[src/rtl/irq_vec_pkg.sv]
package irq_vec_pkg;
  typedef enum logic [1:0] {
    ST_IDLE = 2'd0,
    ST_ACK  = 2'd1,
    ST_HOLD = 2'd2
  } ack_state_e;
endpackage

[src/rtl/irq_prio_pick.sv]
module irq_prio_pick #(
  parameter int NLVL  = 7,
  parameter int LVL_W = 3
) (
  input  logic [NLVL-1:0]  req,
  input  logic [LVL_W-1:0] mask,
  output logic [LVL_W-1:0] win_lvl,
  output logic             win_any
);
  // Scan from low to high so the highest eligible level is the last one written.
  always_comb begin
    win_lvl = '0;
    win_any = 1'b0;
    for (int i = 0; i < NLVL; i++) begin
      if (req[i] && (LVL_W'(i + 1) > mask)) begin
        win_lvl = LVL_W'(i + 1);
        win_any = 1'b1;
      end
    end
  end
endmodule

[src/rtl/irq_vec_addr.sv]
module irq_vec_addr #(
  parameter int LVL_W     = 3,
  parameter int VEC_W     = 8,
  parameter int AUTO_BASE = 24,
  localparam int ADDR_W   = VEC_W + 2
) (
  input  logic              use_auto,
  input  logic [LVL_W-1:0]  lvl,
  input  logic [VEC_W-1:0]  dev_vec,
  output logic [ADDR_W-1:0] addr
);
  logic [VEC_W-1:0] vec_sel;

  always_comb begin
    if (use_auto) vec_sel = VEC_W'(lvl) + VEC_W'(AUTO_BASE);
    else          vec_sel = dev_vec;
    addr = {vec_sel, 2'b00};
  end
endmodule

[src/rtl/irq_ack_fsm.sv]
module irq_ack_fsm
  import irq_vec_pkg::*;
#(
  parameter int LVL_W   = 3,
  parameter int TIMEOUT = 16,
  localparam int CNT_W  = (TIMEOUT > 1) ? $clog2(TIMEOUT) : 1
) (
  input  logic             clk,
  input  logic             rst_n,
  input  logic             insn_done,
  input  logic             win_any,
  input  logic [LVL_W-1:0] win_lvl,
  input  logic             win_auto,
  input  logic             vec_valid,
  input  logic             irq_ret,
  output ack_state_e       state,
  output logic [LVL_W-1:0] lvl_q,
  output logic [LVL_W-1:0] mask_q,
  output logic             cap_now,
  output logic             cap_auto
);
  logic             auto_q;
  logic [CNT_W-1:0] wait_cnt;

  always_comb begin
    cap_now  = 1'b0;
    cap_auto = auto_q;
    if (state == ST_ACK) begin
      if (auto_q) begin
        cap_now = 1'b1;
      end else if (vec_valid) begin
        cap_now = 1'b1;
      end else if (wait_cnt == CNT_W'(TIMEOUT - 1)) begin
        cap_now  = 1'b1;
        cap_auto = 1'b1;
      end
    end
  end

  always_ff @(posedge clk or negedge rst_n) begin
    if (!rst_n) begin
      state    <= ST_IDLE;
      lvl_q    <= '0;
      mask_q   <= '0;
      auto_q   <= 1'b0;
      wait_cnt <= '0;
    end else begin
      case (state)
        ST_IDLE: begin
          if (insn_done && win_any) begin
            lvl_q    <= win_lvl;
            mask_q   <= win_lvl;
            auto_q   <= win_auto;
            wait_cnt <= '0;
            state    <= ST_ACK;
          end
        end
        ST_ACK: begin
          if (cap_now) state <= ST_HOLD;
          else         wait_cnt <= wait_cnt + 1'b1;
        end
        ST_HOLD: begin
          if (irq_ret) begin
            mask_q <= '0;
            state  <= ST_IDLE;
          end
        end
        default: state <= ST_IDLE;
      endcase
    end
  end
endmodule

[src/rtl/irq_vector_ctrl.sv]
module irq_vector_ctrl
  import irq_vec_pkg::*;
#(
  parameter int NLVL      = 7,
  parameter int VEC_W     = 8,
  parameter int TIMEOUT   = 16,
  parameter int AUTO_BASE = 24,
  localparam int LVL_W    = $clog2(NLVL + 1),
  localparam int ADDR_W   = VEC_W + 2
) (
  input  logic              clk,
  input  logic              rst_n,
  input  logic [NLVL-1:0]   irq_req,
  input  logic [NLVL-1:0]   irq_autovec,
  input  logic              insn_done,
  input  logic              vec_valid,
  input  logic [VEC_W-1:0]  vec_num,
  input  logic              irq_ret,
  output logic [NLVL-1:0]   iack,
  output logic              tbl_valid,
  output logic [ADDR_W-1:0] tbl_addr,
  output logic [LVL_W-1:0]  cur_mask
);
  logic [LVL_W-1:0]  win_lvl;
  logic              win_any;
  logic              win_auto;
  ack_state_e        state;
  logic [LVL_W-1:0]  lvl_q;
  logic [LVL_W-1:0]  mask_q;
  logic              cap_now;
  logic              cap_auto;
  logic [ADDR_W-1:0] addr_d;

  irq_prio_pick #(.NLVL(NLVL), .LVL_W(LVL_W)) u_pick (
    .req     (irq_req),
    .mask    (mask_q),
    .win_lvl (win_lvl),
    .win_any (win_any)
  );

  always_comb begin
    win_auto = 1'b0;
    for (int i = 0; i < NLVL; i++) begin
      if (win_lvl == LVL_W'(i + 1)) win_auto = irq_autovec[i];
    end
  end

  irq_ack_fsm #(.LVL_W(LVL_W), .TIMEOUT(TIMEOUT)) u_fsm (
    .clk       (clk),
    .rst_n     (rst_n),
    .insn_done (insn_done),
    .win_any   (win_any),
    .win_lvl   (win_lvl),
    .win_auto  (win_auto),
    .vec_valid (vec_valid),
    .irq_ret   (irq_ret),
    .state     (state),
    .lvl_q     (lvl_q),
    .mask_q    (mask_q),
    .cap_now   (cap_now),
    .cap_auto  (cap_auto)
  );

  irq_vec_addr #(.LVL_W(LVL_W), .VEC_W(VEC_W), .AUTO_BASE(AUTO_BASE)) u_addr (
    .use_auto (cap_auto),
    .lvl      (lvl_q),
    .dev_vec  (vec_num),
    .addr     (addr_d)
  );

  for (genvar g = 0; g < NLVL; g++) begin : g_iack
    assign iack[g] = (state == ST_ACK) && (lvl_q == LVL_W'(g + 1));
  end

  always_ff @(posedge clk or negedge rst_n) begin
    if (!rst_n) begin
      tbl_valid <= 1'b0;
      tbl_addr  <= '0;
    end else begin
      tbl_valid <= cap_now;
      if (cap_now) tbl_addr <= addr_d;
    end
  end

  assign cur_mask = mask_q;
endmodule

[config.mk]
export PLATFORM = sky130hd
export DESIGN_NAME = irq_vector_ctrl
export DESIGN_NICKNAME = d
export VERILOG_FILES = /design/src/rtl/irq_vec_pkg.sv /design/src/rtl/irq_prio_pick.sv /design/src/rtl/irq_vec_addr.sv /design/src/rtl/irq_ack_fsm.sv /design/src/rtl/irq_vector_ctrl.sv
export SDC_FILE = /design/constraint.sdc
export NUM_CORES = 1
export LEC_CHECK = 0
export ABC_AREA = 1
export BUFFER_PORTS_ARGS = -buffer_cell sky130_fd_sc_hd__clkbuf_2
export CELL_PAD_IN_SITES_DETAIL_PLACEMENT = 0
export CELL_PAD_IN_SITES_GLOBAL_PLACEMENT = 1
export CORE_MARGIN = 5
export CORE_UTILIZATION = 33
export DETAILED_ROUTE_END_ITERATION = 8
export PLACE_DENSITY_LB_ADDON = 0.1
export SLEW_MARGIN = 0
export SYNTH_ARGS = -nofsm -noshare
export SYNTH_HDL_FRONTEND = slang
export SYNTH_SLANG_ARGS = --single-unit
[constraint.sdc]
create_clock -name clk -period 1.65 [get_ports clk]
set_input_delay 0.2475 -clock clk [delete_from_list [all_inputs] [get_ports clk]]
set_output_delay 0.2475 -clock clk [all_outputs]
set_load 0.05 [all_outputs]
==> After elaboration in Yosys (flattened, before gate mapping) <==
Cells that the tools add are included.
{ "classes": {"addsub": 2, "multipliers": 0, "div_mod_pow": 0, "order_cmp": 7, "eq_ne": 21, "shift": 0, "muxes": 39, "n_bitwise": 0, "n_reduce_logical": 22} }
{ "ops": {"columns": ["operator", "count"], "rows": [
  ["$eq 3x3->1 const B", 8],
  ["$mux 1", 22],
  ["$mux 3", 6],
  ["$logic_and 1x1->1", 15],
  ["$eq 3x2->1 const B", 4],
  ["$gt 3x3->1 const A", 4],
  ["$mux 2", 5],
  ["$reduce_and 3->1", 3],
  ["$mux 4", 2],
  ["$mux 8", 1],
  ["$pmux 4 s2", 1],
  ["$add 3x5->6 const B", 1],
  ["$eq 3x1->1 const B", 2],
  ["$gt 2x3->1 const A", 2],
  ["$ne 2x2->1 const B", 3],
  ["$pmux 2 s3", 1],
  ["$pmux 3 s2", 1],
  ["$add 4x1->4 const B", 1],
  ["$eq 4x4->1 const B", 1],
  ["$reduce_bool 2->1", 2],
  ["$gt 1x3->1 const A", 1],
  ["$eq 2x1->1 const B", 1],
  ["$eq 2x2->1 const B", 1],
  ["$logic_not 2->1", 1],
  ["other kinds (2)", 2]
]} }
{ "word_totals": {"regBits": 22, "latchBits": 0, "ram_bits": 0, "romBits": 0, "word_cells": 98, "memories": 0} }

==> Longest topological paths before layout <==
Gate-level depths: netlist of the first run.
{ "logic_depth": {"depth_word": 17, "depth_mapped": 11, "ltp_nobuf": 11} }

==> Modules after synthesis <==
A second synthesis of the first run with hierarchy kept.
{ "hier_totals": {"hier_cells": 186, "hier_area_um2": 1466.4} }
{ "by_module_without_submodules": {"columns": ["mod", "instances", "cells_per_inst", "area_per_inst_um2"], "rows": [
  ["irq_ack_fsm", 1, 74, 633.1],
  ["irq_vector_ctrl", 1, 61, 594.3],
  ["irq_prio_pick", 1, 29, 136.4],
  ["irq_vec_addr", 1, 22, 102.6]
]} }

==> Least setup slack after synthesis of the first run <==
No wires, ideal clock.
{ "synth_timing": {"path_kind": "reg2out", "from": "register u_fsm.state[1]", "to": "output port iack[3]", "arrival_time_ns": 1.746, "t_required_ns": 1.402, "setup_slack_ns": -0.344, "path_stages_with_launch": 4, "n_path_buf": 0, "path_cell_list": "dfrtp_1 nor2_2 nand2_1 nor3_1"} }
{ "synth_via": {"elab_chain_cells": 2} }
{ "synth_lines": {"columns": ["item", "line_no", "text"], "rows": [
  ["start: declaration", "irq_ack_fsm.sv:16", "output ack_state_e state,"],
  ["start signal: assignment", "irq_ack_fsm.sv:42", "state <= ST_IDLE;"],
  ["start signal: assignment", "irq_ack_fsm.sv:55", "state <= ST_ACK;"],
  ["start signal: assignment", "irq_ack_fsm.sv:59", "if (cap_now) state <= ST_HOLD;"],
  ["$eq 2x1->1", "irq_vector_ctrl.sv:72", "assign iack[g] = (state == ST_ACK) && (lvl_q == LVL_W'(g + 1));"],
  ["$logic_and 1x1->1", "irq_vector_ctrl.sv:72", null],
  ["end: declaration", "irq_vector_ctrl.sv:19", "output logic [NLVL-1:0] iack,"]
]} }
Every way passes these cells.

==> Worst setup path after layout of the first run <==
{ "layout_timing": {"from": "register u_fsm.state[0]", "to": "output port iack[2]"} }
Same word-level chain as after synthesis.

==> results.md, run 1 <==
- After synthesis, the cell types taking the most area are sky130_fd_sc_hd__dfrtp_1 43%, sky130_fd_sc_hd__nand2_1 17%, sky130_fd_sc_hd__nand3_1 5.9%, sky130_fd_sc_hd__nor2_1 5.9%, sky130_fd_sc_hd__inv_1 4.4%.
- The total clock buffers created by CTS is 3.
- The final design instance area without fill is 0.00177 sq mm.
- Setup repair after global routing could not meet its margin everywhere.
- The part of the cycle the worst path needs is 98.4%.
- The reg-to-reg endpoint is tbl_addr[4].
- The maximum ir drop on the vdd rail is 0.000701 V.
- Max-cap violations in this run came to 0.
- In this run the clock root is driven by a sky130_fd_sc_hd__clkbuf_8.
- Across the routed clock network, the largest skew measured is 0.00120 ns.
- Before antenna repair, the detailed router went through 4 iterations.
- By count the netlist is led by 56 x sky130_fd_sc_hd__nand2_1, 22 x sky130_fd_sc_hd__dfrtp_1, 20 x sky130_fd_sc_hd__nor2_1.
- In this run, distinct cell masters in the synthesized netlist total 25.
- The final number of max-transition violations is 0.
- In this run, placement finished with an instance count of 269.
- Across every metal layer, demand over resource in global routing totals 12.5%.
- The overall power of the completed layout is 3.26 mW.
- The top cell type by area accounts for 43.3% of the synthesized area.
- The origin of the worst setup path is u_fsm.state[0].
- Once detail routing completed, the nets flagged for antenna violations numbered 0.
- The count of standard-cell rows is 22.
- Yosys instantiated no cell more often than sky130_fd_sc_hd__nand2_1.
- The final hold violation count is 0.
- For the pin with the worst max-slew slack, the measured transition is 0.552 ns.
- Synthesis inferred 22 register bits.
- The class of the most critical hold timing path is in2reg.
- Walking the worst path, the cells encountered are inv_2, nor2_4, inv_2, or2_4, nor2_4, buf_8.
- Dividing total power by cell area gives a power density of 1840 mW/mm^2.
- The synthesis-to-finish area growth is 39.2%.
- STA classifies the critical path endpoint as an output pin.
- The number of global-route vias before repair was 1,181.
- Of the total power, combinational logic draws 59.0%.
- The first global-routing pass estimated 5150 microns of wire.
- The analysis attributes to cell leakage a power of 0.954 nW.
- The end point of the worst hold path is tbl_addr[6].
- In this run the number of H-tree levels came out at 1.
- The biggest cell delay along the critical path is 0.37 ns.
- The worst hold path passes through 3 cells.
- The tightest hold path in the finished design has a slack of 0.201 ns.
- The detailed router finished its first iteration with 42 violations.
- The data arrival time at the worst-slack endpoint is 1.38 ns.
- The per-instance average area after synthesis is 7.34 sq um.
- The clock tree from TritonCTS is built.
- The post-layout net count is 257.
- The CTS sink count is 22.
- The worst setup path is of the reg2out kind.
- The switching power is 1.66 mW.
- The floorplan step set the die height to 72.0 microns.
- The count of cells in the finished layout, fillers not included, comes to 276.
- In the synthesized netlist the dominant register cell turns out to be sky130_fd_sc_hd__dfrtp_1.
- The share of total power dissipated in sequential elements is 29.3%.
- The share of total power dissipated in the clock network is 11.8%.
- In this run the most critical hold path is launched from vec_num[4].
- The floorplan step defined a die boundary enclosing 0.00519 sq mm.
- Dividing the detail-routed via count by the number of cells gives 4.43.
- The final period demand of the worst path is 1.62 ns.
- In the synthesized netlist, the number of instances is 173.
- The maximum net fanout on the critical path is 3.
- For this run, design rule violations remaining after detail routing come to 0.
- The register-to-register setup slack is 0.20 ns.
- The initial utilization of the core area, before any placement, comes to 34.4%.
- The critical path data required time is 1.40 ns.
- Measured against its own limit, the worst slew margin works out to 63.2%.
- The startpoint of the worst-slack reg-to-reg timing path is u_fsm.state[0].
- Net switching is 51.1% of the power.
- The highest clock rate is 616 MHz.
- The total routed wirelength is 3050 microns.
- The run finished with clean final reports.
- The internal power summed over all cells is 1.59 mW.
- The number of warning messages in the yosys log is 0.
- The proportion of layout cells with a drive suffix above 1 is 38.6%.
- The pin count of the biggest net entering global routing is 23.
- The repair_antennas step left the layout with diodes totalling 0.
- The utilization of the core after routing is 47.9%.
- The register area share after synthesis is 43.3%.
- The number of flops mapped to enable cells by yosys is 0.
- The global-route congestion overflow total is 0.
- Detailed placement ended at an HPWL of 2510 microns.
- The vias after detailed routing is 1,224.
- The largest total area in the synthesized netlist belongs to sky130_fd_sc_hd__dfrtp_1.
- The top-level I/O count is 48.
- The worst-skew pair later-pin latency is 0.26 ns.
- Setup violations remaining at the end of the flow were counted as 0.
- The number of port buffers is 45.
- Clock-pin slew was measured on the worst setup and hold paths at 0.08 ns.
- The number of cells on the worst reg-to-reg path is 9.
- After detailed routing, the average wire length per cell comes to 11.1 microns.
- Routability-driven placement finished with a final weighted congestion of 0.803.
- STA classifies the critical path startpoint as a flip-flop.
- In this run the horizontal extent of the chip is 72.0 microns.
- Once placement finished, the instance area stood at 0.00159 sq mm.
- The total area inside the core boundary comes to 0.00369 sq mm.
- The post-synth design cell area is 0.00127 sq mm.
- The slowest library cell on the worst path is sky130_fd_sc_hd__dfrtp_1.
- The initial antenna violation count was 0.
- The number of buffers on the longest clock path is 2.
- The share of async-settable or async-resettable flops after synthesis is 100%.
layer usage:
layer	GRT usage (%)	share of wire, %	vias to the layer above
li1	-	-	655
met1	16.1	46	523
met2	20.6	46	42
met3	2.08	6.3	4
met4	5.64	1.7	0
met5	0	0	-
worst max path at each step:
stage,slack (ns),depth (start not counted),endpoint
after floorplan,-0.17,4,iack[0]
after global placement,0.17,5,iack[0]
after detailed placement,0.15,7,u_fsm.mask_q[2]
after CTS,-0.004,6,iack[2]
after global routing,-0.04,6,iack[0]
final,0.03,6,iack[2]
cell type report:
| cell class | instances | area [sq um] |
|---|---|---|
| Tap cell | 48 | 60.1 |
| Timing Repair Buffer | 53 | 357 |
| Sequential cell | 22 | 554 |
| Multi-Input combinational cell | 130 | 671 |
| Clock buffer | 4 | 55.1 |
| Inverter | 19 | 71.3 |
| Fill cell | 396 | 1920 |
stage by stage:
step,TNS [ns],setup WS [ns]
CTS,-0.0108,-0.00448
finish,0,0.0271
detailed placement,0,0.150
floorplan,-0.519,-0.173
global route,-0.102,-0.0362
global placement,0,0.169
power by group through the flow:
| stage | registers (mW) | logic, mW | clock network (mW) |
|---|---|---|---|
| final | 0.954 | 1.92 | 0.383 |
| after global routing | 0.985 | 2.10 | 0.422 |
| after CTS | 0.958 | 1.88 | 0.402 |
| after detailed placement | 0.961 | 1.79 | 0 |
| after global placement | 0.951 | 1.77 | 0 |
| after floorplan | 1.39 | 0.859 | 0 |
registers in the layout (all words and copies together) (netlist names):
name            count
u_fsm.lvl_q         3
u_fsm.mask_q        3
u_fsm.state         2
tbl_addr            8
u_fsm.wait_cnt      4
u_fsm.auto_q        1
tbl_valid           1
placed cells by master, fill, tap and decap left out, drive strengths merged:
master       synthesis  final
dlygate4sd3          0      1
clkbuf               0     46
ha                   1      1
nor3                 1      1
nand4                2      2
conb                 1      2
nand2               61     61
o21ai                7      7
buf                  3     10
or2                  5      5
xnor2                2      2
a21boi               2      2
inv                 19     19
nor2                23     23
nand3b               1      1
o22ai                2      2
a21oi                2      2
nand3               19     19
dfrtp               22     22
critical path: cells and delay by family, from the launching register on:
kind | cells | cell delay [ns]
flops | 1 | 0.37
simple gates | 3 | 0.48
buf+inv | 3 | 0.26
cells by family (layout without fill, tap and decap cells):
family                   Yosys count  after routing  synth area share (%)
adder cells (fa/ha/maj)            1              1                 0.985
other                              1              2                 0.295
flip-flops                        22             22                  43.3
AO/OA/AOI/OAI                     13             13                  6.01
AND/OR/NAND/NOR                  112            112                  40.3
buffers and inverters             22             76                  7.68
XOR/XNOR                           2              2                  1.38
timing repair:
| item | CTS | global route |
|---|---|---|
| hold endpoints to repair | 22 | 0 |
| buffers inserted | 1 | 1 |
| pin swaps | 2 | 1 |
| resized for setup | 18 | 13 |
| hold buffers | 1 | 0 |
| setup endpoints to repair | 7 | 9 |
Note: power is estimated with default switching activity, not from simulation.
==> inputs of run 2 (changes only) <==
Settings changed: CORE_ASPECT_RATIO set to 0.5.
==> results.md, run 2 (synthesis gave the netlist of run 1 again) <==
- The maximum level of the CTS H-tree was 1 (unchanged).
- In the layout the commonest cells are 55 x sky130_fd_sc_hd__nand2_1, 38 x sky130_fd_sc_hd__clkbuf_2, 18 x sky130_fd_sc_hd__dfrtp_1.
- The number of cells on the worst reg-to-reg path is 7 (-2).
- Leaving out fill and tap cells, the most frequent cell in the layout is sky130_fd_sc_hd__nand2_1.
- The final period demand of the worst path is 1.64 ns (+0.0189 ns).
- The post-layout net count is 259 (+0.78%).
- The clock slew at the register clock pins of the worst setup and hold paths is 0.08 ns (about the same).
- The count of final setup violators is 0 (unchanged).
- The number of global-route vias before repair is 1,124 (-4.8%).
- Ranked by flip-flop count, first place goes to tbl_addr.
- The worst setup path is launched from a flip-flop.
- The final number of max-transition violations is 0 (unchanged).
- The smallest hold slack is 0.207 ns (+0.00594 ns).
- The placeable core region was 0.00357 sq mm (-3.3%).
- The width of the chip is 97.7 microns (+36%).
- The global placer's final weighted congestion came to 0.787 (-2.1%).
- The starting density of the core is 35.6% (+1.2 points).
- The proportion of layout cells with a drive suffix above 1 is 39.6% (+0.97 points).
- The count of standard-cell rows came to 15 (-32%).
- The initial antenna violation count is 0 (unchanged).
- The maximum ir drop on the vdd rail came to 0.000685 V (-2.2%).
- The worst setup path is captured at an output pin.
- The starting DRC count in detailed routing is 41 (-2.4%).
- The number of antenna-violating nets in the routed design is 0 (unchanged).
- The routed wire length per instance came to 10.9 microns (-1.5%).
- The area growth from synthesis to layout is 41.1%.
- The number of iterations in the first detailed-routing pass is 4 (unchanged).
- The run finished with clean final reports.
- The overall power of the completed layout was 3.28 mW (+0.81%).
- The power density normalized to cell area came to 1830 mW/mm^2 (-0.53%).
- The CTS sink count was 22 (unchanged).
- The pin count of the biggest net entering global routing is 23 (unchanged).
- The total routed wirelength came to 3060 microns (+0.29%).
- The global-route total usage across every layer is 12.0% (-0.50 points).
- Setup repair after global routing could not meet its margin everywhere.
- The part of the cycle the worst path needs was 99.5% (+1.1 points).
- The global-route wire length before repair came to 5010 microns (-2.8%).
- The vias after detailed routing was 1,202 (-1.8%).
- The global-route congestion overflow total was 0 (unchanged).
- The diode insertion count for antenna repair is 0 (unchanged).
- The leakage power summed over all cells was 0.963 nW (+0.91%).
- The worst-skew pair later-pin latency was 0.26 ns (about the same).
- In the final layout, the registers with the most flip-flops are tbl_addr x8, u_fsm.wait_cnt x4.
- The sum of negative setup slack came to 0 ns (unchanged).
- The floorplan die area is 0.00526 sq mm (+1.4%).
- The ratio of routed vias to standard cells is 4.28 (-3.5%).
- The count of unresolved DRC violations after routing is 0 (unchanged).
- The max-cap check violation count is 0 (unchanged).
- The highest clock rate is 609 MHz (-1.2%).
- The critical path data required time is 1.40 ns (about the same).
- The hold-critical path depth came to 3 (unchanged).
- The final hold violation count is 0 (unchanged).
- The top-level I/O count is 48 (unchanged).
- The HPWL after detailed placement is 2430 microns (-3.4%).
- The flip-flop count of the largest register after layout is 8 (unchanged).
- The maximum net fanout on the critical path is 3 (unchanged).
- The data arrival time at the worst-slack endpoint was 1.39 ns (about the same).
- The total clock buffers created by CTS is 3 (unchanged).
- The clock tree from TritonCTS is built.
- The number of port buffers is 45 (unchanged).
- The register-to-register setup slack is 0.19 ns (about the same).
- The headroom to the max-slew limit is 62.5% (-0.70 points).
- The number of buffers on the longest clock path was 2 (unchanged).
- The tightest min-delay check is of the in2reg type.
- The die span in y is 53.9 microns (-25%).
- The final clock skew is 0.00932 ns (+0.00812 ns).
- The type of the worst setup path is reg2out.
- The buffer type at the clock tree root is sky130_fd_sc_hd__clkbuf_8.
- The measured slew at the worst slew-check pin is 0.562 ns (+0.0106 ns).
run 2: worst paths after layout:
path                                  from              end
setup / recovery            u_fsm.state[0]          iack[1]
hold / removal                  vec_num[4]      tbl_addr[6]
setup reg to reg           u_fsm.mask_q[2]  u_fsm.mask_q[2]
hold reg to reg                tbl_addr[9]      tbl_addr[9]
max in group asynchronous            rst_n  u_fsm.mask_q[0]
min in group asynchronous            rst_n   u_fsm.state[1]
run 2: final cells by class:
type,instances,area (sq um)
fillers,354,1770
multi-input cells,130,683
flip-flops and latches,22,556
repair buffers,55,373
inverters,19,71.3
well taps,51,63.8
clock buffers,4,45.0
run 2: power breakdown:
group          internal [mW]  switching (mW)  total, mW
logic                  0.647            1.33       1.97
registers              0.771           0.201      0.972
clock network          0.172           0.167      0.340
run 2: timing repair:
item / in CTS / in global routing
setup buffers: 1 / 4
hold endpoints to repair: 22 / 0
hold buffers: 1 / 0
pin swaps: 1 / 4
setup endpoints to repair: 7 / 9
gates resized for setup: 17 / 21
run 2: critical path: stages, from the launching register on:
cell,delay (ns)
sky130_fd_sc_hd__dfrtp_1,0.36
sky130_fd_sc_hd__inv_2,0.05
sky130_fd_sc_hd__nor2_4,0.11
sky130_fd_sc_hd__inv_2,0.04
sky130_fd_sc_hd__or2_4,0.28
sky130_fd_sc_hd__nor2_4,0.12
sky130_fd_sc_hd__buf_8,0.15
run 2: per-layer routing:
layer,GRT usage [%],vias up,routed length (microns)
met5,0,-,0
met4,3.45,0,19
met3,3.75,2,236
met2,19.3,43,1210
met1,15.9,500,1600
li1,-,657,-
run 2: through the flow:
stage | instances | utilization, % | area, sq um | setup slack (ns)
2_1_floorplan | 174 | - | 1280 | -0.173
3_3_place_gp | 271 | 44.5 | 1590 | 0.167
3_5_place_dp | 271 | 44.5 | 1590 | 0.143
4_1_cts | 277 | 48.1 | 1710 | 0.00416
5_1_grt | 281 | 50.2 | 1790 | -0.0651
6_report | 281 | 50.2 | 1790 | 0.00818
==> inputs of run 3 (changes only) <==
Settings changed: RECOVER_POWER set to 50.
==> results.md, run 3 (synthesis gave the netlist of run 1 again) <==
- The run finished with clean final reports.
- The number of buffers on the longest clock path is 2 (unchanged).
- The final clock skew is 0.00936 ns (+0.0000419 ns).
- The total clock buffers created by CTS was 3 (unchanged).
- Counting flops per register, the top entry is tbl_addr.
- The routed wire length per instance is 10.9 microns (+0.42%).
- The CTS sink count is 22 (unchanged).
- The biggest cell delay along the critical path came to 0.36 ns (about the same).
- The worst path buffer plus inverter count came to 3 (unchanged).
- The maximum ir drop on the vdd rail is 0.000685 V (about the same).
- The measured slew at the worst slew-check pin came to 0.610 ns (+0.0475 ns).
- The number of iterations in the first detailed-routing pass is 4 (unchanged).
- The most common cell after layout, fill and taps aside is sky130_fd_sc_hd__nand2_1.
- The global-route congestion overflow total is 0 (unchanged).
- The starting DRC count in detailed routing came to 41 (unchanged).
- The width of the chip is 97.7 microns (unchanged).
- The top cell types in the final layout, fill and taps aside, are 55 x sky130_fd_sc_hd__nand2_1, 31 x sky130_fd_sc_hd__clkbuf_2, 18 x sky130_fd_sc_hd__dfrtp_1.
- The number of antenna-violating nets in the routed design came to 0 (unchanged).
- The headroom to the max-slew limit was 59.5% (-3.0 points).
- The worst-skew pair later-pin latency was 0.26 ns (about the same).
- The flip-flop count of the largest register after layout came to 8 (unchanged).
- The power density normalized to cell area came to 1830 mW/mm^2 (about the same).
- The top-level I/O count is 48 (unchanged).
- The sum of negative setup slack was 0 ns (unchanged).
- STA classifies the critical path startpoint as a flip-flop.
- The vias after detailed routing is 1,199 (-0.25%).
- On the critical path, the stage with the largest delay is an instance of sky130_fd_sc_hd__dfrtp_1.
- The data arrival time at the worst-slack endpoint was 1.39 ns (about the same).
- The family with the most delay on the worst path is simple AND/OR/NAND/NOR gates.
- The leakage power summed over all cells is 0.941 nW (-2.2%).
- The global placer's final weighted congestion was 0.787 (unchanged).
- The clock tree from TritonCTS is built.
- The maximum level of the CTS H-tree is 1 (unchanged).
- The die span in y is 53.9 microns (unchanged).
- The largest registers in the layout are tbl_addr x8, u_fsm.wait_cnt x4.
- The final period demand of the worst path is 1.64 ns (+0.0000673 ns).
- In this run the clock root is driven by a sky130_fd_sc_hd__clkbuf_8.
- The number of global-route vias before repair is 1,124 (unchanged).
- The final design instance area without fill is 0.00178 sq mm (-0.49%).
- The count of unresolved DRC violations after routing was 0 (unchanged).
- The clock slew at the register clock pins of the worst setup and hold paths was 0.08 ns (about the same).
- The count of standard-cell rows is 15 (unchanged).
- The number of port buffers is 45 (unchanged).
- The global-route total usage across every layer is 12.0% (unchanged).
- The HPWL after detailed placement is 2430 microns (unchanged).
- Setup repair after global routing could not meet its margin everywhere.
- The final number of max-transition violations was 0 (unchanged).
- The post-layout net count was 259 (unchanged).
- The diode insertion count for antenna repair is 0 (unchanged).
- The cell area after placement was 0.00159 sq mm (unchanged).
- The part of the cycle the worst path needs is 99.5% (about the same).
- The placeable core region came to 0.00357 sq mm (unchanged).
- STA classifies the critical path endpoint as an output pin.
- The pin count of the biggest net entering global routing came to 23 (unchanged).
- The floorplan die area is 0.00526 sq mm (unchanged).
- The synthesis-to-finish area growth is 40.4%.
- The starting density of the core came to 35.6% (unchanged).
- The critical path goes through inv_2, nor2_4, inv_2, or2_4, nor2_4, buf_8.
- The type of the worst setup path is reg2out.
- The maximum net fanout on the critical path is 3 (unchanged).
- In this run the worst hold path is classified as in2reg.
- The proportion of layout cells with a drive suffix above 1 is 36.5% (-3.0 points).
- The initial antenna violation count is 0 (unchanged).
- The count of final setup violators was 0 (unchanged).
- The count of non-filler cells in the finished layout came to 281 (unchanged).
- The ratio of routed vias to standard cells is 4.27 (-0.25%).
- The final hold violation count came to 0 (unchanged).
- The max-cap check violation count was 0 (unchanged).
- The critical path data required time came to 1.40 ns (about the same).
- The total routed wirelength is 3080 microns (+0.42%).
- The utilization of the core after routing is 50.0% (-0.25 points).
- The global-route wire length before repair was 5010 microns (unchanged).
- The number of placed cells counting well taps is 271 (unchanged).
- The highest clock rate is 609 MHz (about the same).
==> run 3: cell count changes in the layout (fill, tap and decap cells not counted) <==
cell,change
sky130_fd_sc_hd__clkbuf_2,-7
sky130_fd_sc_hd__clkbuf_1,+7
==> run 3: through the flow <==
stage / setup slack (ns) / hold WS [ns] / power, mW
2_1_floorplan: -0.173 / -0.0481 / 2.25
3_3_place_gp: 0.167 / 0.267 / 2.70
3_5_place_dp: 0.143 / 0.272 / 2.71
5_1_grt: -0.0651 / 0.210 / 3.52
4_1_cts: 0.00416 / 0.195 / 3.15
6_report: 0.00812 / 0.207 / 3.27
==> run 3: worst reg2reg max path, delay by kind of cell, from the launching register on <==
| kind | cells | cell delay [ns] |
|---|---|---|
| AND/OR/NAND/NOR | 5 | 0.68 |
| flip-flops | 1 | 0.46 |
| AO/OA/AOI/OAI | 1 | 0.17 |
| buffers and inverters | 1 | 0.09 |
==> run 3: where the power goes <==
group          internal (mW)  total [mW]  switching, mW
Clock                  0.172       0.340          0.168
Combinational          0.629        1.96           1.33
Sequential             0.771       0.971          0.200
Total                   1.57        3.27           1.69
==> run 3: area by class of cell <==
class                   instances  area [sq um]
flip-flops and latches         22           556
repair buffers                 55           364
clock buffers                   4          45.0
well taps                      51          63.8
inverters                      19          71.3
fillers                       350          1780
multi-input cells             130           683
==> run 3: final timing paths <==
check	startpoint	to	slack, ns	cells after the start
hold reg to reg	tbl_addr[9]	tbl_addr[9]	0.49	2
min in group asynchronous	rst_n	u_fsm.state[1]	0.50	2
max in group asynchronous	rst_n	u_fsm.mask_q[0]	0.75	2
hold / removal	vec_num[4]	tbl_addr[6]	0.21	3
setup / recovery	u_fsm.state[0]	iack[1]	0.008	6
setup reg to reg	u_fsm.mask_q[2]	u_fsm.mask_q[2]	0.19	7
==> run 3: routing by layer <==
metal / global-route usage [%] / part of all wire [%]
met5: 0 / 0
met2: 19.3 / 39
met4: 3.45 / 0.62
met1: 15.9 / 53
met3: 3.75 / 7.4
==> run 3: repair_timing <==
item	in CTS	in global routing
hold endpoints to repair	22	0
hold buffers	1	0
setup buffers	1	4
resized for setup	17	21
pin swaps	1	4
gates cloned	0	0
setup endpoints to repair	7	9
